===== src/rtl/cnv_seq_pkg.sv =====
package cnv_seq_pkg;

   typedef enum logic [0:0] {
      ST_ACQ  = 1'b0,
      ST_CONV = 1'b1
   } seq_state_t;

   function automatic int cnt_width(input int limit);
      return (limit > 1) ? $clog2(limit) : 1;
   endfunction

endpackage


===== src/rtl/cnv_start_sync.sv =====
module cnv_start_sync #(
   parameter int STAGES = 2
) (
   input  logic clk,
   input  logic rst,
   input  logic async_n_i,
   output logic level_n_o,
   output logic fall_o
);

   logic [STAGES-1:0] chain_q;
   logic              prev_q;

   for (genvar i = 0; i < STAGES; i++) begin : g_stage
      if (i == 0) begin : g_first
         always_ff @(posedge clk or posedge rst) begin
            if (rst) chain_q[0] <= 1'b1;
            else     chain_q[0] <= async_n_i;
         end
      end else begin : g_next
         always_ff @(posedge clk or posedge rst) begin
            if (rst) chain_q[i] <= 1'b1;
            else     chain_q[i] <= chain_q[i-1];
         end
      end
   end

   always_ff @(posedge clk or posedge rst) begin
      if (rst) prev_q <= 1'b1;
      else     prev_q <= chain_q[STAGES-1];
   end

   assign level_n_o = chain_q[STAGES-1];
   assign fall_o    = prev_q & ~chain_q[STAGES-1];

endmodule


===== src/rtl/cnv_cycle_timer.sv =====
module cnv_cycle_timer #(
   parameter int LIMIT      = 8,
   parameter bit START_FULL = 1'b0
) (
   input  logic clk,
   input  logic rst,
   input  logic load_i,
   input  logic run_i,
   output logic zero_o
);
   import cnv_seq_pkg::*;

   localparam int              CW   = cnt_width(LIMIT);
   localparam logic [CW-1:0]   TOP  = CW'(LIMIT - 1);
   localparam logic [CW-1:0]   INIT = START_FULL ? TOP : '0;

   logic [CW-1:0] cnt_q;

   always_ff @(posedge clk or posedge rst) begin
      if (rst)                          cnt_q <= INIT;
      else if (load_i)                  cnt_q <= TOP;
      else if (run_i && cnt_q != '0)    cnt_q <= cnt_q - 1'b1;
   end

   assign zero_o = (cnt_q == '0);

endmodule


===== src/rtl/cnv_sequencer.sv =====
module cnv_sequencer #(
   parameter int DATA_W      = 16,
   parameter int CONV_CYCLES = 20,
   parameter int ACQ_CYCLES  = 8,
   parameter int SYNC_STAGES = 2
) (
   input  logic              clk,
   input  logic              rst,
   input  logic              start_n_i,
   input  logic              impulse_i,
   input  logic              pwr_down_i,
   input  logic [DATA_W-1:0] result_i,
   output logic              hold_o,
   output logic              busy_o,
   output logic [DATA_W-1:0] data_o,
   output logic              data_latched_o
);
   import cnv_seq_pkg::*;

   if (DATA_W < 1) begin : g_bad_width
      $error("cnv_sequencer: DATA_W must be at least 1");
   end
   if (CONV_CYCLES < 1) begin : g_bad_conv
      $error("cnv_sequencer: CONV_CYCLES must be at least 1");
   end
   if (ACQ_CYCLES < 1) begin : g_bad_acq
      $error("cnv_sequencer: ACQ_CYCLES must be at least 1");
   end
   if (SYNC_STAGES < 2) begin : g_bad_sync
      $error("cnv_sequencer: SYNC_STAGES must be at least 2");
   end

   seq_state_t        state_q;
   logic              start_level_n;
   logic              start_fall;
   logic              conv_zero;
   logic              acq_zero;
   logic              want_start;
   logic              fire;
   logic              finish;
   logic              hold_q;
   logic              busy_q;
   logic              stb_q;
   logic [DATA_W-1:0] data_q;

   cnv_start_sync #(
      .STAGES    (SYNC_STAGES)
   ) u_sync (
      .clk       (clk),
      .rst       (rst),
      .async_n_i (start_n_i),
      .level_n_o (start_level_n),
      .fall_o    (start_fall)
   );

   // conversion timer: loaded on the accepted start, counts while converting
   cnv_cycle_timer #(
      .LIMIT      (CONV_CYCLES),
      .START_FULL (1'b0)
   ) u_conv_tmr (
      .clk    (clk),
      .rst    (rst),
      .load_i (fire),
      .run_i  (state_q == ST_CONV),
      .zero_o (conv_zero)
   );

   // acquisition timer: full after reset and after each conversion
   cnv_cycle_timer #(
      .LIMIT      (ACQ_CYCLES),
      .START_FULL (1'b1)
   ) u_acq_tmr (
      .clk    (clk),
      .rst    (rst),
      .load_i (finish),
      .run_i  (state_q == ST_ACQ),
      .zero_o (acq_zero)
   );

   always_comb begin
      want_start = impulse_i ? ~start_level_n : start_fall;
      fire       = (state_q == ST_ACQ) && acq_zero && !pwr_down_i && want_start;
      finish     = (state_q == ST_CONV) && conv_zero;
   end

   always_ff @(posedge clk or posedge rst) begin
      if (rst) begin
         state_q <= ST_ACQ;
         busy_q  <= 1'b0;
         hold_q  <= 1'b0;
      end else if (fire) begin
         state_q <= ST_CONV;
         busy_q  <= 1'b1;
         hold_q  <= 1'b1;
      end else if (finish) begin
         state_q <= ST_ACQ;
         busy_q  <= 1'b0;
         hold_q  <= 1'b0;
      end
   end

   always_ff @(posedge clk or posedge rst) begin
      if (rst) begin
         data_q <= '0;
         stb_q  <= 1'b0;
      end else begin
         stb_q <= finish;
         if (finish) data_q <= result_i;
      end
   end

   assign hold_o         = hold_q;
   assign busy_o         = busy_q;
   assign data_o         = data_q;
   assign data_latched_o = stb_q;

endmodule


===== config.mk =====
export PLATFORM = sky130hd
export DESIGN_NAME = cnv_sequencer
export DESIGN_NICKNAME = d
export VERILOG_FILES = /design/src/rtl/cnv_seq_pkg.sv /design/src/rtl/cnv_start_sync.sv /design/src/rtl/cnv_cycle_timer.sv /design/src/rtl/cnv_sequencer.sv
export SDC_FILE = /design/constraint.sdc
export NUM_CORES = 1
export LEC_CHECK = 0
export BUFFER_PORTS_ARGS = -buffer_cell sky130_fd_sc_hd__buf_2
export CAP_MARGIN = 10
export CORE_ASPECT_RATIO = 1.5
export CORE_MARGIN = 4
export CORE_UTILIZATION = 45
export CTS_CLUSTER_DIAMETER = 80
export DETAILED_ROUTE_END_ITERATION = 8
export MAX_ROUTING_LAYER = met4
export PLACE_DENSITY = 0.79
export SLEW_MARGIN = 20
export SYNTH_ARGS = -nofsm -noshare
export SYNTH_HDL_FRONTEND = slang
export SYNTH_SLANG_ARGS = --single-unit

===== constraint.sdc =====
create_clock -name clk -period 2.1 [get_ports clk]
set_input_delay 0.21 -clock clk [delete_from_list [all_inputs] [get_ports clk]]
set_output_delay 0.21 -clock clk [all_outputs]
set_load 0.005 [all_outputs]

==> run metrics, run 1 <==
syn_nets=113; fmax=581.8 MHz; Placer Congestion=0.7575; Starting Density=0.4822; Boundary Pins=40; DRT iter0 DRCs=12; FF+latch count, synth=29; skew final=about 0.0070 ns; R2R Setup Slk=0.38 ns; VDD IR-drop max=0.7043 mV; PnR worst setup slack=around 0.38 ns; DP Worst Slack=0.3963 ns; # diodes=0; CTS Buffer Depth=2; Placed Cells=164; Unique masters post-synth=25; DRT antenna net count=0; synthesized cell area=0.001221 mm2; share of post-route cells with drive strength above 1=0.5255; met3 usage=0.03119; Worst EP required=2.30 ns; Rows=22; Clock Root Buffer=clkbuf_4; Reg-to-Reg Start=u_conv_tmr.cnt_q[0]; largest net degree at the start of global routing=30; Routed WL=2.233 mm; class of the worst hold path=input port to flop; CP Capture Type=flop; Worst EP arrival=roughly 1.9 ns; dpl hpwl=roughly 1.7 mm; Worst Setup SP=u_conv_tmr.cnt_q[0]; worst hold path startpoint=result_i[2]; FF/Latch Area=733.2 um2; Setup CP Type=flop to flop; crit path launch type=flop; first-pass GRT wire length=between 3 and 4 mm; total number of yosys warnings=0; DRT Pass-1 Iters=2; hold endpoint=data_o[2]; vias in the first global route=931; met1 Resource Use GR=0.1510; fillers=218; crit share post-route=0.8184; DRC viols=0; worst skew pair latency=about 0.32 ns; leakage power=0.7203 nW; post-route core utilization=0.6052; fin nets=161; setup TNS=0 ns; Synth-to-Final Area Change=25.51%; initial antenna violation count=0; headroom to the max-slew limit=0.6673; gr busiest metal=met2; Sink Count=29; worst-path maximum fanout=17; Max Cap Viol=0; Post-DP Area=0.001458 mm2; multi-input logic area=~440 um2; TritonCTS clock tree=done; Die ar.=around 0.0036 mm2; Syn Area/Cell=13.72 um2; total power=1.939 mW; Via density=4.994; CTS Buf Count=5; Worst Tran Pin Value=0.4979 ns; Die H=between 70 and 80 um; GRT met2 Usage=0.2645; Vias=roughly 860; Post-Layout Cell Count=~170; minimum clock period=1.719 ns; H-Tree Depth=2; post-route cell area=0.001533 mm2; fin. max-slew vios=0; worst hold margin=0.1182 ns; status=complete, no violations; final setup fails=0; Wirelength per Cell=~13 um; cells after synthesis=89; Hold Vio Cnt, Final=0; total global routing overflow=0; R2R depth=6; sequential area share after synthesis=0.6004; worst flop-to-flop path endpoint=data_o[3]; Pwr per Cell Area=between 1000 and 1500 mW/mm2; CTS resizes=0; Min-Delay Path Depth=2; total core area=0.002532 mm2; Die Wd=about 51 um; Reg clk slew, reported paths=0.09 ns; RSZ-0062 raised after global routing=false; GRT Total Usage=0.1483; postcts setup bufs=0; I/O Buffers=39
## worst max-delay path, stage by stage, from the launching register on
cell,delay [ns]
dfrtp_1,0.40
inv_1,0.08
ha_1,0.19
nand2_1,0.13
nor4_4,0.16
buf_4,0.27
mux2_2,0.37
## state kept, by name (all words and copies together) (netlist names)
name and count:
busy_o 1, data_latched_o 1, data_o 16, u_acq_tmr.cnt_q 3, u_conv_tmr.cnt_q 5, u_sync.chain_q 1, u_sync.level_n_o 1, u_sync.prev_q 1
## synth_stat cells
| cell type | n | area [um2] |
|---|---|---|
| a21boi_0 | 1 | 7.510 |
| a21boi_1 | 1 | 7.510 |
| a21oi_1 | 2 | 10.01 |
| buf_4 | 2 | 15.01 |
| buf_6 | 1 | 11.26 |
| dfrtp_1 | 23 | 575.6 |
| dfstp_2 | 6 | 157.7 |
| ha_1 | 3 | 37.54 |
| inv_1 | 7 | 26.28 |
| mux2_2 | 16 | 180.2 |
| nand2_1 | 4 | 15.01 |
| nand4b_1 | 1 | 8.760 |
| nor2_1 | 3 | 11.26 |
| nor3_1 | 1 | 5.000 |
| nor3b_1 | 2 | 15.01 |
| nor4_4 | 1 | 21.27 |
| nor4b_2 | 1 | 15.01 |
| o211ai_1 | 1 | 7.510 |
| o21ai_0 | 5 | 25.02 |
| o2bb2ai_1 | 1 | 8.760 |
| o311ai_0 | 1 | 8.760 |
| o31ai_1 | 2 | 15.01 |
| o32a_1 | 1 | 10.01 |
| or3_1 | 1 | 6.260 |
| or4b_1 | 2 | 20.02 |
## cells by family (layout without fill, tap and decap cells)
group | Yosys count | in the layout | share of synthesized area
AOI/OAI and AO/OA | 15 | 15 | 0.08197
and+or+nand+nor | 16 | 16 | 0.09630
buffers and inverters | 10 | 58 | 0.04303
DFF | 29 | 29 | 0.6004
adders and majority gates | 3 | 3 | 0.03074
muxes | 16 | 16 | 0.1475
## layer usage
layer / wire length, um / vias up
met5: 0 / -
met4: 53 / 0
met3: 124 / 6
met2: 1200 / 27
met1: 855 / 420
li1: - / 411
## placed cells by master (no fill, tap or decap), types with 2 or more instances in the layout
cell and instances:
dlygate4sd3_1 2, o31ai_1 2, dfstp_2 6, nor3b_1 2
nand2_1 4, or4b_1 2, dfrtp_1 23, o21ai_0 5
nor2_1 3, ha_1 3, a21oi_1 2, inv_1 7
buf_4 3, mux2_2 16, buf_2 39, clkbuf_4 5
## layout make-up
cell class | count | area share
inverters | 7 | 0.01714
multi-input cells | 50 | 0.2841
flip-flops and latches | 29 | 0.4784
well taps | 36 | 0.02939
repair buffers | 44 | 0.1551
clock buffers | 7 | 0.03592
## report_power, final
group,internal (mW),switching [mW],total [mW]
registers,0.796,0.159,0.955
clock network,0.158,0.177,0.335
logic,0.364,0.284,0.649
## repair_timing
item                                    CTS  global route
endpoints found under the setup margin    0             0
endpoints found under the hold margin    24             0
hold buffers                              2             0
## worst max path at each step
stage	to	slack (ns)
final	data_o[3]	0.38
after global routing	data_o[3]	0.22
after CTS	data_o[3]	0.37
after detailed placement	data_o[5]	0.40
after global placement	data_o[7]	0.47
after floorplan	data_o[0]	0.38
(Power assumes the default switching activity.)
==> run 2, diff against run 1 <==
==> constraint.sdc (replaced) <==
create_clock -name clk -period 1.8 [get_ports clk]
set_input_delay 0.18 -clock clk [delete_from_list [all_inputs] [get_ports clk]]
set_output_delay 0.18 -clock clk [all_outputs]
set_load 0.005 [all_outputs]
==> run metrics, run 2 (same netlist as run 1, synthesis figures left out) <==
CTS resizes=0 (unchanged); Worst EP required=2.03 ns (-0.27 ns); Worst EP arrival=1.91 ns (about the same); setup TNS=0 ns (unchanged); Sink Count=29 (unchanged); most frequent cells in the layout=39 x buf_2, 23 x dfrtp_1, 16 x mux2_2; DP Worst Slack=0.1402 ns (-0.2561 ns); fin. max-slew vios=0 (unchanged); vias in the first global route=951 (+2.1%); skew final=0.008482 ns (+0.001446 ns); post-route cell area=0.001579 mm2 (+3.0%); VDD IR-drop max=0.9832 mV (+40%); CTS Buf Count=5 (unchanged); Wirelength per Cell=13.21 um (+2.4%); dpl hpwl=1.673 mm (-3.1%); Placed Cells=164 (unchanged); fin nets=161 (unchanged); Post-Layout Cell Count=174 (+0.58%); worst-path maximum fanout=17 (unchanged); Placer Congestion=0.8049 (+6.3%); Vias=889 (+2.9%); headroom to the max-slew limit=0.6463 (-0.02101); GRT Total Usage=0.1503 (+0.001965); DRC viols=0 (unchanged); Reg clk slew, reported paths=0.10 ns (about the same); first-pass GRT wire length=3.933 mm (-0.68%); Reg-to-Reg Start=u_conv_tmr.cnt_q[0]; class of the worst hold path=input port to flop; largest net degree at the start of global routing=30 (unchanged); Synth-to-Final Area Change=29.30%; PnR worst setup slack=0.1155 ns (-0.2658 ns); CTS Buffer Depth=2 (unchanged); Boundary Pins=40 (unchanged); fillers=207 (-5.0%); Worst Setup SP=u_conv_tmr.cnt_q[0]; multi-input logic area=435.4 um2 (unchanged); Rows=22 (unchanged); share of post-route cells with drive strength above 1=0.5362 (+0.01068); max FFs per register=16 (unchanged); Via density=5.109 (+2.3%); crit share post-route=0.9358 (+0.1174); leading cell type in the layout, fill and taps excluded=buf_2; minimum clock period=1.684 ns (-0.03420 ns); DRT antenna net count=0 (unchanged); crit path launch type=flop; Starting Density=0.4822 (unchanged); Die H=71.80 um (unchanged); Post-DP Area=0.001470 mm2 (+0.86%); # diodes=0 (unchanged); Die ar.=0.003628 mm2 (unchanged); DRT iter0 DRCs=31 (+19); final setup fails=0 (unchanged); Routed WL=2.299 mm (+3.0%); fmax=593.7 MHz (+2.0%); CP Capture Type=flop; leakage power=0.7362 nW (+2.2%); Die Wd=50.54 um (unchanged); TritonCTS clock tree=done; worst skew pair latency=0.33 ns (about the same); total power=2.452 mW (+27%); I/O Buffers=39 (unchanged); total global routing overflow=0 (unchanged); FF/Latch Area=733.2 um2 (unchanged); Hold Vio Cnt, Final=0 (unchanged); Pwr per Cell Area=1553 mW/mm2 (+23%); Clock Root Buffer=clkbuf_4; Worst Tran Pin Value=0.5291 ns (+0.03121 ns); total core area=0.002532 mm2 (unchanged); DRT Pass-1 Iters=4 (+2); H-Tree Depth=2 (unchanged); Max Cap Viol=0 (unchanged); Setup CP Type=flop to flop; RSZ-0062 raised after global routing=false; worst hold path startpoint=result_i[6]; status=complete, no violations; initial antenna violation count=0 (unchanged)
-- run 2: cell types whose count changed in the layout (fill, tap and decap cells not counted), sizes merged --
cell / delta
bufinv: +1
clkbuf: -1
clkinvlp: +1
-- run 2: worst paths after layout --
check | to | slack [ns] | cells past startpoint
max | data_o[0] | 0.12 | 6
min | data_o[6] | 0.07 | 2
max reg2reg | data_o[0] | 0.12 | 6
min reg2reg | u_sync.level_n_o | 0.36 | 0
max in group asynchronous | u_acq_tmr.cnt_q[1] | 1.05 | 4
min in group asynchronous | busy_o | 0.44 | 4
-- run 2: cell type report --
type                    count  share of cell area
flip-flops and latches     29              0.4643
multi-input cells          50              0.2758
repair buffers             44              0.1585
clock buffers               6             0.03249
well taps                  36             0.02853
clock inverters             2             0.02377
inverters                   7             0.01664
-- run 2: worst max-delay path, cell delays in order (launching register included) --
cell,delay [ns]
dfrtp_1,0.41
inv_1,0.08
ha_1,0.19
nand2_1,0.12
nor4_4,0.23
buf_12,0.19
mux2_2,0.34
-- run 2: through the flow --
step | utilization | hold slack, ns
after floorplan | - | 0.1845
after global placement | 0.5805 | 0.2523
after detailed placement | 0.5805 | 0.2593
after CTS | 0.6235 | 0.06381
after global routing | 0.6235 | 0.05383
final | 0.6235 | 0.06959
-- run 2: repair_timing --
item | CTS | global route
setup buffers | 0 | 0
hold buffers | 2 | 0
hold endpoints to repair | 24 | 0
-- run 2: report_power, final --
group | leakage, nW | internal (mW) | switching [mW]
combinational | 0.353 | 0.430 | 0.329
clock | 0.0445 | 0.330 | 0.246
sequential | 0.339 | 0.927 | 0.190
-- run 2: metal layers --
metal	track usage	routed length [um]
met1	0.1421	915
met2	0.2631	1189
met3	0.03119	129
met4	0.1078	65
met5	-	0
